`config.mk`:
```
export PLATFORM = sky130hd
export DESIGN_NAME = irqagg_top
export DESIGN_NICKNAME = d
export VERILOG_FILES = /design/src/rtl/irqagg_pkg.sv /design/src/rtl/irqagg_src_latch.sv /design/src/rtl/irqagg_mask_reg.sv /design/src/rtl/irqagg_out_gen.sv /design/src/rtl/irqagg_top.sv
export SDC_FILE = /design/constraint.sdc
export NUM_CORES = 1
export LEC_CHECK = 0
export BUFFER_PORTS_ARGS = -buffer_cell sky130_fd_sc_hd__buf_2
export CAP_MARGIN = 20
export CORE_ASPECT_RATIO = 1.2
export CORE_MARGIN = 5
export CORE_UTILIZATION = 38
export CTS_CLUSTER_DIAMETER = 50
export DETAILED_ROUTE_END_ITERATION = 7
export PLACE_DENSITY_LB_ADDON = 0.25
export SETUP_SLACK_MARGIN = 0.15
export SYNTH_ARGS = -nofsm -noshare
export SYNTH_HDL_FRONTEND = slang
export SYNTH_HIERARCHICAL = 1
export SYNTH_SLANG_ARGS = --single-unit
```
`constraint.sdc`:
```
create_clock -name clk -period 1.22 [get_ports clk]
set_clock_uncertainty 0.15 [all_clocks]
set_input_delay 0.366 -clock clk [delete_from_list [all_inputs] [get_ports clk]]
set_output_delay 0.366 -clock clk [all_outputs]
set_load 0.05 [all_outputs]
```
`src/rtl/irqagg_pkg.sv`:
```
package irqagg_pkg;
   typedef enum logic {
      IRQ_PULSE = 1'b0,
      IRQ_LEVEL = 1'b1
   } irq_mode_e;
endpackage

```
`src/rtl/irqagg_src_latch.sv`:
```
// Sticky request bits: a set request wins over a clear in the same cycle.
module irqagg_src_latch #(
   parameter int WIDTH = 6
) (
   input  logic             clk,
   input  logic             rst_n,
   input  logic [WIDTH-1:0] set_i,
   input  logic [WIDTH-1:0] clr_i,
   output logic [WIDTH-1:0] q_o
);
   logic [WIDTH-1:0] held_q;

   for (genvar i = 0; i < WIDTH; i++) begin : g_bit
      always_ff @(posedge clk or negedge rst_n) begin
         if (!rst_n)
            held_q[i] <= 1'b0;
         else if (set_i[i])
            held_q[i] <= 1'b1;
         else if (clr_i[i])
            held_q[i] <= 1'b0;
      end
   end

   assign q_o = held_q;
endmodule

```
`src/rtl/irqagg_mask_reg.sv`:
```
// Enable register; every bit, including the global enable, resets to zero.
module irqagg_mask_reg #(
   parameter int WIDTH = 11
) (
   input  logic             clk,
   input  logic             rst_n,
   input  logic             we_i,
   input  logic [WIDTH-1:0] d_i,
   output logic [WIDTH-1:0] q_o
);
   logic [WIDTH-1:0] en_q;

   always_ff @(posedge clk or negedge rst_n) begin
      if (!rst_n)
         en_q <= '0;
      else if (we_i)
         en_q <= d_i;
   end

   assign q_o = en_q;
endmodule

```
`src/rtl/irqagg_out_gen.sv`:
```
// Host line generator: one-cycle pulses with read re-arm, or a plain level.
module irqagg_out_gen
   import irqagg_pkg::*;
#(
   parameter irq_mode_e MODE = IRQ_PULSE
) (
   input  logic clk,
   input  logic rst_n,
   input  logic pend_i,
   input  logic rd_i,
   output logic irq_o
);
   logic line_q;

   if (MODE == IRQ_PULSE) begin : g_pulse
      logic armed_q;
      always_ff @(posedge clk or negedge rst_n) begin
         if (!rst_n) begin
            armed_q <= 1'b1;
            line_q  <= 1'b0;
         end else begin
            line_q <= pend_i & armed_q;
            if (pend_i && armed_q)
               armed_q <= 1'b0;
            else if (rd_i || !pend_i)
               armed_q <= 1'b1;
         end
      end
   end else begin : g_level
      logic rd_unused;
      assign rd_unused = rd_i;
      always_ff @(posedge clk or negedge rst_n) begin
         if (!rst_n)
            line_q <= 1'b0;
         else
            line_q <= pend_i | (rd_unused & 1'b0);
      end
   end

   assign irq_o = line_q;
endmodule

```
`src/rtl/irqagg_top.sv`:
```
module irqagg_top
   import irqagg_pkg::*;
#(
   parameter int        NUM_BANKS = 4,
   parameter int        NUM_SRC   = 6,
   parameter irq_mode_e MODE      = IRQ_PULSE,
   localparam int       STAT_W    = NUM_BANKS + NUM_SRC,
   localparam int       MASK_W    = STAT_W + 1
) (
   input  logic                 clk,
   input  logic                 rst_n,
   input  logic [NUM_BANKS-1:0] bank_req,
   input  logic [NUM_SRC-1:0]   src_req,
   input  logic                 wr_stat,
   input  logic                 wr_mask,
   input  logic [MASK_W-1:0]    wr_data,
   input  logic                 rd_stat,
   output logic [STAT_W-1:0]    status_o,
   output logic [MASK_W-1:0]    mask_o,
   output logic                 irq_o
);
   if (NUM_BANKS < 1) begin : g_bad_banks
      $error("irqagg_top: NUM_BANKS must be at least 1");
   end
   if (NUM_SRC < 1) begin : g_bad_src
      $error("irqagg_top: NUM_SRC must be at least 1");
   end
   if (STAT_W > 31) begin : g_bad_width
      $error("irqagg_top: status word wider than 31 bits");
   end

   logic [NUM_SRC-1:0] clr_vec;
   logic [NUM_SRC-1:0] src_held;
   logic [STAT_W-1:0]  hit_vec;
   logic               any_hit;
   logic               pend;

   assign clr_vec = wr_stat ? wr_data[STAT_W-1:NUM_BANKS] : '0;

   irqagg_src_latch #(.WIDTH(NUM_SRC)) u_latch (
      .clk   (clk),
      .rst_n (rst_n),
      .set_i (src_req),
      .clr_i (clr_vec),
      .q_o   (src_held)
   );

   irqagg_mask_reg #(.WIDTH(MASK_W)) u_mask (
      .clk   (clk),
      .rst_n (rst_n),
      .we_i  (wr_mask),
      .d_i   (wr_data),
      .q_o   (mask_o)
   );

   assign status_o = {src_held, bank_req};

   for (genvar k = 0; k < STAT_W; k++) begin : g_hit
      assign hit_vec[k] = status_o[k] & mask_o[k];
   end

   assign any_hit = |hit_vec;
   assign pend    = any_hit & mask_o[STAT_W];

   irqagg_out_gen #(.MODE(MODE)) u_out (
      .clk    (clk),
      .rst_n  (rst_n),
      .pend_i (pend),
      .rd_i   (rd_stat),
      .irq_o  (irq_o)
   );
endmodule

```
==> results.md, run 1 <==
- Post-DP HPWL: 1.55 mm
- Crit start category: register
- R2r endpoint: u_out/irq_o
- CTS Sinks: 19
- Crit. End Element: output pin
- Max Cap Viol: 0
- Final hold vios: 0
- Initial antenna violation count: 0
- Hold EP: u_latch/q_o[2]
- GRT overflow: 0
- Largest net degree at the start of global routing: 20
- GPL Wtd Cong: 0.698
- Hold Slack: 91.8 ps
- RSZ-0062 raised after global routing: yes
- Number of setup violations in the final report: 21
- Asr flop ratio synth: 100%
- Mapped cell area: 868 µm²
- DRT Wirelength: 2.48 mm
- Vias in the first global route: 894
- Number of routed nets with antenna violations: 0
- Core area: 2230 µm²
- Hold Path Stages: 2
- Fmax: 664 MHz
- Worst r2r src: u_mask/q_o[4]
- Power per cell area: 1130 nW/µm²
- Most frequent cell after synthesis: dfrtp_1
- Minimum clock period: 1510 ps
- Starting Density: 38.9%
- Worst setup margin: -286 ps
- Share of cells above drive strength 1: 79.1%
- CTS tree: done
- Post-synthesis cell type count: 14
- R2R Setup Slk: -210 ps
- Slew HR: 81.5%
- Failing checks: negative setup slack
- Leak pwr: 0.792 nW
- Post-synth top area share: 51.9%
- Slew at the pin closest to its max-slew limit: 277 ps
- Vias per cell: 4.38
- Io pins: 48
- Mapped Cells: 63
- Worst hold start: src_req[2]
- CP Data Required Time: 700 ps
- Clock Path Buffers: 2
- Worst-path maximum fanout: 2
- Final Max Tran Viols: 0
- Chip Width: 53.6 µm
- Worst vdd ir: 0.899 mV
- Area Growth Syn to Fin: 86.7%
- DIE AREA: 3340 µm²
- Layout Cells excl Fill: 165
- Synth Net Count: 89
- Fin crit share: 123%
- CTS root buffer: clkbuf_4
- GRT Total Usage: 16.8%
- Commonest cells post-synth: dfrtp_1 (18), mux2_4 (10), inv_1 (8), and2_1 (7), a21o_1 (6)
- Number of diodes: 0
- Drt drc: 0
- Hold Path Class: in2reg
- Fill cells: 178
- Routed length per instance: 15.0 µm
- Status: finished, violations left
- CP arrival: 990 ps
- Synth area leader: dfrtp_1
- Max H-tree Level: 1
- Via Count: 723
- Sequential-to-total area share from yosys stat: 54.9%
- Leading post-synthesis cells by cell area: dfrtp_1 (52%), mux2_4 (17%), a21o_1 (5.2%)
- R2R depth: 5
- DIE HEIGHT: 62.4 µm
- Clk Latency, worst-skew pair: 290 ps
- Post-synth EDFFs: 0
- Worst-path clk slew: 110 ps
- Num rows: 19
- Mean Syn Cell Area: 13.8 µm²
- Register bit count reported by yosys: 19
- Number of I/O port buffers: 47
- Setup TNS: -4090 ps
- Total Nets Final: 161
- Initial DRC Count: 0
- CTS buffer count: 3
- Synthesis Warnings: 6
- Top FF cell, synth: dfrtp_1
- Post-Place Cells: 143
- Crit Path Class: reg2out
- First-pass DRT Iterations: 1
- Global-route wire length before repair: 4.06 mm
[final cells by class]
class | instances | area [µm²] | area share, %
Clock buffer | 4 | 26.3 | 1.62
Multi-Input combinational cell | 31 | 324 | 20.0
Sequential cell | 19 | 498 | 30.7
Timing Repair Buffer | 72 | 704 | 43.4
Tap cell | 31 | 38.8 | 2.39
Inverter | 8 | 30.0 | 1.85
[metrics by stage]
step / instance area (µm²) / total power [mW] / util [%] / setup slack, ps
final: 1620 / 1.83 / 72.6 / -286
after global routing: 1620 / 1.91 / 72.6 / -324
after CTS: 1570 / 1.81 / 70.3 / -289
after detailed placement: 1190 / 1.27 / 53.1 / -246
after global placement: 1190 / 1.26 / 53.1 / -216
after floorplan: 893 / 1.10 / - / -237
[placed cells by master, fill, tap and decap left out, drive strengths merged, types with 2 or more instances in the layout]
| master | count |
|---|---|
| a21o | 6 |
| a221oi | 2 |
| a22o | 2 |
| and2 | 7 |
| buf | 70 |
| clkbuf | 5 |
| dfrtp | 18 |
| inv | 8 |
| mux2 | 11 |
[worst max path at each step]
| stage | startpoint | to | slack [ps] | cells after the start |
|---|---|---|---|---|
| final | u_mask/q_o[1] | mask_o[1] | -290 | 2 |
| after global routing | u_mask/q_o[1] | mask_o[1] | -320 | 2 |
| after CTS | u_latch/q_o[0] | status_o[4] | -290 | 2 |
| after detailed placement | bank_req[1] | u_out/irq_o | -250 | 5 |
| after global placement | bank_req[1] | u_out/irq_o | -220 | 5 |
| after floorplan | u_mask/q_o[0] | u_out/irq_o | -240 | 4 |
[worst max-delay path, cell delays in order, from the launching register on]
cell     delay [ps]
dfrtp_2         430
buf_6           120
buf_8           140
[report_power, final]
group / total [mW] / internal [mW] / switching, mW
clock: 0.321 / 0.127 / 0.194
sequential: 0.749 / 0.700 / 0.0491
combinational: 0.755 / 0.384 / 0.371
[sequential cells by signal, indices dropped and copies added (netlist names)]
| signal | flops |
|---|---|
| u_mask/q_o | 11 |
| u_latch/q_o | 6 |
| u_out/g_pulse.armed_q | 1 |
| u_out/irq_o | 1 |
[what timing repair did]
action | in CTS | in global routing
resized for setup | 66 | 12
pin swaps | 2 | 1
hold buffers | 1 | 0
setup endpoints to repair | 24 | 54
setup buffers | 16 | 1
hold endpoints to repair | 18 | 0
[layer usage]
metal	global-route usage, %	wire [µm]
met1	18.1	894
met2	30.2	1430
met3	3.59	131
met4	7.03	18
met5	0	0
[kinds of logic (layout without fill, tap and decap cells)]
kind of cell    after synthesis  after routing  share of synthesized area (%)
buf+inv                      13             84                           8.21
simple gates                  7              7                           5.04
mux                          11             11                           18.6
flops                        19             19                           54.9
compound gates               13             13                           13.3
Note: power is estimated with default switching activity, not from simulation.
==> run 2: changes to the inputs <==
- ABC_AREA: unset -> 1
- CORE_UTILIZATION: 38 -> 39
==> results.md, run 2 <==
- Minimum clock period: 1410 ps (was 1510 ps)
- Crit start category: register (unchanged)
- CTS root buffer: clkbuf_4 (unchanged)
- Register bit count reported by yosys: 19 (unchanged)
- Fmax: 710 MHz (was 664 MHz)
- CTS buffer count: 3 (unchanged)
- CP Data Required Time: 700 ps (about the same)
- Leak pwr: 0.872 nW (was 0.792 nW)
- Sw frac: 35.2% (was 33.7%)
- Chip Width: 53.6 µm (about the same)
- Initial antenna violation count: 0 (unchanged)
- Simple-Gate Fraction of Synth Area: 31.2% (was 5.04%)
- Io pins: 48 (unchanged)
- Mapped Cells: 121 (was 63)
- Fin crit share: 116% (was 123%)
- Adder-cell share of the synthesized area: 0% (unchanged)
- Commonest cells after routing, fill and taps aside: nand2_1 (63), buf_6 (24), inv_1 (21) (was buf_6 (29), buf_2 (20), dfrtp_2 (17))
- Sequential fraction of design power: 44.4% (was 41.1%)
- Starting Density: 39.8% (was 38.9%)
- Total internal power: 1.07 mW (was 1.21 mW)
- Final Power: 1.66 mW (was 1.83 mW)
- Max reg flops: 11 (unchanged)
- Clock Path Buffers: 2 (unchanged)
- Max H-tree Level: 1 (unchanged)
- Worst vdd ir: 0.635 mV (was 0.899 mV)
- Number of routed nets with antenna violations: 0 (unchanged)
- Hold Path Class: in2reg (unchanged)
- Routed length per instance: 11.0 µm (was 15.0 µm)
- Power per cell area: 1100 nW/µm² (was 1130 nW/µm²)
- Post-synth top area share: 50.6% (was 51.9%)
- Slowest CP cell: dfrtp_2 (unchanged)
- Number of diodes: 0 (unchanged)
- Number of setup violations in the final report: 19 (was 21)
- Final Max Tran Viols: 0 (unchanged)
- R2r endpoint: u_out/irq_o (unchanged)
- Worst-path maximum fanout: 3 (was 2)
- Clock share of power: 18.9% (was 17.6%)
- Worst r2r src: u_latch/q_o[2] (was u_mask/q_o[4])
- Asr flop ratio synth: 100% (unchanged)
- Hold EP: u_latch/q_o[5] (was u_latch/q_o[2])
- CTS Sinks: 19 (unchanged)
- Via Count: 888 (was 723)
- WP buf/inv: 1 (was 2)
- Mux contribution to synthesized area: 0% (was 18.6%)
- Vias per cell: 4.19 (was 4.38)
- Hold Path Stages: 3 (was 2)
- R2R Setup Slk: -60 ps (was -210 ps)
- GRT Total Usage: 16.3% (was 16.8%)
- CP cell instances: buf_6 (was buf_6, buf_8)
- XOR/XNOR Fraction of Synth Area: 0% (unchanged)
- CP arrival: 890 ps (was 990 ps)
- Mean Syn Cell Area: 7.35 µm² (was 13.8 µm²)
- Drt drc: 0 (unchanged)
- Leading post-synthesis cells by cell area: dfrtp_1 (51%), nand2_1 (30%), inv_1 (9.3%) (was dfrtp_1 (52%), mux2_4 (17%), a21o_1 (5.2%))
- Sequential-to-total area share from yosys stat: 53.6% (was 54.9%)
- Failing checks: negative setup slack (unchanged)
- Crit. End Element: output pin (unchanged)
- R2R depth: 9 (was 5)
- Place WS: -14.1 ps (was -246 ps)
- Worst path top cell family by delay: flip-flops (unchanged)
- Post-synth EDFFs: 0 (unchanged)
- Worst hold start: src_req[5] (was src_req[2])
- Most common cell after layout, fill and taps aside: nand2_1 (was buf_6)
- Post-DP HPWL: 1.53 mm (was 1.55 mm)
- Mapped cell area: 890 µm² (was 868 µm²)
- Global-route wire length before repair: 4.08 mm (was 4.06 mm)
- Worst setup margin: -189 ps (was -286 ps)
- Num rows: 19 (unchanged)
- Crit Path Class: reg2out (unchanged)
- GPL Wtd Cong: 0.681 (was 0.698)
- RSZ-0062 raised after global routing: yes (unchanged)
- Initial DRC Count: 15 (was 0)
- Synthesis Warnings: 6 (unchanged)
- Status: finished, violations left (unchanged)
- Synth Area in Compound Gates: 0% (was 13.3%)
- Comb pwr share: 36.7% (was 41.3%)
- Total Nets Final: 208 (was 161)
- Max Cap Viol: 0 (unchanged)
- DIE HEIGHT: 62.3 µm (was 62.4 µm)
- Most frequent cell after synthesis: nand2_1 (was dfrtp_1)
- Final hold vios: 0 (unchanged)
- Synth area leader: dfrtp_1 (unchanged)
- Number of I/O port buffers: 47 (unchanged)
- Switching Power: 0.584 mW (was 0.614 mW)
- Vias in the first global route: 1002 (was 894)
- Clk Latency, worst-skew pair: 290 ps (about the same)
- Slew HR: 83.0% (was 81.5%)
- Worst stage delay on the critical path: 440 ps (was 430 ps)
- Slew at the pin closest to its max-slew limit: 256 ps (was 277 ps)
- Post-synthesis cell type count: 10 (was 14)
- First-pass DRT Iterations: 3 (was 1)
- DIE AREA: 3340 µm² (about the same)
- Crit path from: u_mask/q_o[7] (was u_mask/q_o[1])
- Area Growth Syn to Fin: 68.6% (was 86.7%)
- Largest net degree at the start of global routing: 20 (unchanged)
- CTS tree: done (unchanged)
- GRT overflow: 0 (unchanged)
- Worst-path clk slew: 100 ps (was 110 ps)
- Commonest cells post-synth: nand2_1 (70), inv_1 (22), dfrtp_1 (18), buf_4 (5) (was dfrtp_1 (18), mux2_4 (10), inv_1 (8), and2_1 (7), a21o_1 (6))
- DRT Wirelength: 2.33 mm (was 2.48 mm)
- Core area: 2230 µm² (unchanged)
- Synth Net Count: 147 (was 89)
- Combinational family with the most area after synthesis: simple AND/OR/NAND/NOR gates (was multiplexers)
- Top FF cell, synth: dfrtp_1 (unchanged)
- Share of cells above drive strength 1: 51.4% (was 79.1%)
run 2: changes by cell type after synthesis, sizes merged, moves of 2 or more:
cell    change
and2        -7
a221oi      -2
nor2        +2
mux2       -11
a21o        -6
a22o        -2
nand2      +70
inv        +15
run 2: metal layers:
| metal | vias to the layer above | track usage [%] | share of wire, % |
|---|---|---|---|
| li1 | 457 | - | - |
| met1 | 402 | 17.7 | 35 |
| met2 | 25 | 29.9 | 59 |
| met3 | 4 | 2.15 | 4.6 |
| met4 | 0 | 6.71 | 1.1 |
| met5 | - | 0 | 0 |
run 2: cell families after synthesis:
logic type             after synthesis
buffers and inverters               29
DFF                                 19
and+or+nand+nor                     73
run 2: repair_timing:
item / in CTS / in global routing
pin swaps: 5 / 6
endpoints found under the setup margin: 24 / 42
resized for setup: 55 / 13
hold buffers: 1 / 0
buffers inserted: 12 / 2
hold endpoints to repair: 18 / 0
run 2: layout make-up:
cell class | instances | area [µm²]
timing repair buffer | 62 | 553
sequential | 19 | 498
multi-input combinational | 73 | 298
inverter | 23 | 86.3
fill | 220 | 734
clock buffer | 4 | 26.3
tap | 31 | 38.8
run 2: power groups by stage:
stage | sequential [mW] | clock (mW) | combinational (mW)
floorplan | 0.917 | 0 | 0.137
global placement | 0.739 | 0 | 0.433
detailed placement | 0.742 | 0 | 0.437
CTS | 0.735 | 0.324 | 0.584
global route | 0.745 | 0.368 | 0.658
finish | 0.736 | 0.313 | 0.608
run 2: metrics by stage:
step | setup TNS, ps | hold WS (ps) | area (µm²) | utilization [%] | std cells
floorplan | -21.1 | -79.6 | 911 | - | 121
global placement | -13.0 | 175 | 1140 | 50.8 | 193
detailed placement | -14.1 | 176 | 1140 | 50.8 | 193
CTS | -3190 | 94.7 | 1450 | 64.9 | 210
global route | -4170 | 80.3 | 1500 | 67.1 | 212
finish | -3100 | 97.1 | 1500 | 67.1 | 212
run 2: how the worst max path moves through the flow:
stage / slack, ps / endpoint / cells past startpoint
6_report: -190 / mask_o[7] / 1
5_1_grt: -240 / status_o[9] / 1
4_1_cts: -190 / mask_o[7] / 1
3_5_place_dp: -10 / u_out/irq_o / 9
3_3_place_gp: -10 / u_out/irq_o / 9
2_1_floorplan: -20 / u_out/irq_o / 8
==> run 3: changes to the inputs <==
- BUFFER_PORTS_ARGS: -buffer_cell sky130_fd_sc_hd__buf_2 -> -buffer_cell sky130_fd_sc_hd__clkbuf_2
- CORE_UTILIZATION: 39 -> 43
- clock period: 1.22 -> 1.3 ns (I/O delays scaled with it)
==> results.md, run 3 (synthesis results as in run 2) <==
- Initial antenna violation count: 0 (unchanged)
- Comb pwr share: 38.5% (was 36.7%)
- CTS root buffer: clkbuf_4 (unchanged)
- DIE HEIGHT: 59.8 µm (was 62.3 µm)
- CTS Sinks: 19 (unchanged)
- Initial DRC Count: 22 (was 15)
- Final Max Tran Viols: 0 (unchanged)
- R2R depth: 9 (unchanged)
- Commonest cells after routing, fill and taps aside: nand2_1 (68), buf_8 (22), inv_1 (21) (was nand2_1 (63), buf_6 (24), inv_1 (21))
- Number of I/O port buffers: 47 (unchanged)
- CP cell instances: buf_8 (was buf_6)
- Number of setup violations in the final report: 19 (unchanged)
- Core area: 2030 µm² (was 2230 µm²)
- R2R Setup Slk: -40 ps (was -60 ps)
- Fin crit share: 111%
- Number of diodes: 0 (unchanged)
- Fmax: 693 MHz
- DIE AREA: 3080 µm² (was 3340 µm²)
- Worst-path clk slew: 110 ps (was 100 ps)
- Io pins: 48 (unchanged)
- GRT overflow: 0 (unchanged)
- Post-DP Area: 1140 µm² (about the same)
- Chip Width: 51.5 µm (was 53.6 µm)
- Max Cap Viol: 0 (unchanged)
- Num rows: 18 (was 19)
- Routed length per instance: 13.1 µm (was 11.0 µm)
- Via Count: 924 (was 888)
- Number of routed nets with antenna violations: 0 (unchanged)
- Clk Latency, worst-skew pair: 300 ps (was 290 ps)
- Worst vdd ir: 0.702 mV (was 0.635 mV)
- Crit. End Element: output pin (unchanged)
- Failing checks: negative setup slack (unchanged)
- Global-route wire length before repair: 4.09 mm (was 4.08 mm)
- GRT Total Usage: 18.2% (was 16.3%)
- Crit path depth: 1 (unchanged)
- Clock Path Buffers: 2 (unchanged)
- Power per cell area: 1020 nW/µm² (was 1100 nW/µm²)
- CTS tree: done (unchanged)
- Worst setup margin: -142 ps (was -189 ps)
- First-pass DRT Iterations: 4 (was 3)
- Sequential fraction of design power: 42.8% (was 44.4%)
- Hold Path Class: in2reg (unchanged)
- Largest net degree at the start of global routing: 20 (unchanged)
- CP arrival: 900 ps (was 890 ps)
- Total internal power: 1.05 mW (was 1.07 mW)
- DRT Wirelength: 2.73 mm (was 2.33 mm)
- Max H-tree Level: 1 (unchanged)
- RSZ-0062 raised after global routing: yes (unchanged)
- Status: finished, violations left (unchanged)
- Crit start category: register (unchanged)
- WP buf/inv: 1 (unchanged)
- Leak pwr: 0.938 nW (was 0.872 nW)
- Share of cells above drive strength 1: 50.5% (was 51.4%)
- Starting Density: 43.9% (was 39.8%)
- Total Nets Final: 215 (was 208)
- Slowest CP cell: dfrtp_2 (unchanged)
- Vias per cell: 4.44 (was 4.19)
- Most common cell after layout, fill and taps aside: nand2_1 (unchanged)
- Max reg flops: 11 (unchanged)
- Clock share of power: 18.7% (was 18.9%)
- CTS buffer count: 3 (unchanged)
- CP Data Required Time: 760 ps (was 700 ps)
- Sw frac: 35.6% (was 35.2%)
- Worst-path maximum fanout: 2 (was 3)
- Switching Power: 0.581 mW (was 0.584 mW)
- Post-route design area: 1590 µm² (was 1500 µm²)
- Final hold vios: 0 (unchanged)
- Worst stage delay on the critical path: 450 ps (was 440 ps)
- Crit Path Class: reg2out (unchanged)
- Worst path top cell family by delay: flip-flops (unchanged)
- Drt drc: 0 (unchanged)
- GPL Wtd Cong: 0.722 (was 0.681)
- Slew at the pin closest to its max-slew limit: 440 ps (was 256 ps)
- Vias in the first global route: 872 (was 1002)
- Slew HR: 70.7% (was 83.0%)
- Hold Path Stages: 3 (unchanged)
- Area Growth Syn to Fin: 78.9% (was 68.6%)
- Fill cells: 143 (was 220)
- Minimum clock period: 1440 ps
- Post-DP HPWL: 1.54 mm (was 1.53 mm)
- Place WS: 16.3 ps (was -14.1 ps)
-- run 3: changes by cell type in the layout (fill, tap and decap cells not counted), sizes merged --
cell | before | now
clkinv | 0 | 1
clkbuf | 5 | 24
buf | 60 | 47
-- run 3: worst reg2reg max path, cell delays in order, from the launching register on --
cell     delay (ps)
dfrtp_2         430
buf_4           140
nand2_2          60
nand2_1          50
nor2_1          110
nand3_1          90
nand2_1          90
inv_2            40
nand2_2          50
inv_1            40
-- run 3: worst paths after layout --
kind,end,start
max,status_o[6],u_latch/q_o[2]
min reg2reg,u_out/irq_o,u_out/g_pulse.armed_q
max in group asynchronous,u_out/g_pulse.armed_q,rst_n
min,u_latch/q_o[5],src_req[5]
min in group asynchronous,u_mask/q_o[3],rst_n
max reg2reg,u_out/irq_o,u_latch/q_o[0]
-- run 3: area by class of cell --
class / instances / area (µm²) / area share, %
Tap cell: 20 / 25.0 / 1.57
Multi-Input combinational cell: 73 / 283 / 17.8
Clock inverter: 1 / 5.00 / 0.314
Sequential cell: 19 / 498 / 31.3
Inverter: 23 / 86.3 / 5.42
Timing Repair Buffer: 69 / 672 / 42.2
Clock buffer: 3 / 22.5 / 1.42
-- run 3: power groups by stage --
stage          registers [mW]  logic, mW  clock network [mW]
3_5_place_dp            0.698      0.416                   0
5_1_grt                 0.704      0.670               0.351
3_3_place_gp            0.696      0.412                   0
4_1_cts                 0.685      0.565               0.314
2_1_floorplan           0.861      0.128                   0
6_report                0.697      0.628               0.305
-- run 3: metrics by stage --
step / hold WS, ps / cells / power, mW / utilization, % / TNS (ps)
3_3_place_gp: 216 / 183 / 1.11 / 56.5 / 0
4_1_cts: 108 / 204 / 1.56 / 73.9 / -2640
2_1_floorplan: -55.6 / 121 / 0.989 / - / 0
3_5_place_dp: 223 / 183 / 1.11 / 56.5 / 0
6_report: 116 / 208 / 1.63 / 78.5 / -2340
5_1_grt: 104 / 208 / 1.73 / 78.5 / -3310
-- run 3: layer usage --
metal,GRT usage [%],vias up,wire (µm)
met5,0,-,0
met2,31.3,37,1520
li1,-,472,-
met1,20.8,409,990
met3,4.49,6,155
met4,9.36,0,63
-- run 3: repair_timing --
| action | in CTS | in global routing |
|---|---|---|
| hold buffers | 1 | 0 |
| hold endpoints to repair | 18 | 0 |
| buffers inserted | 16 | 4 |
| pin swaps | 0 | 4 |
| resized for setup | 44 | 36 |
| setup endpoints to repair | 23 | 41 |
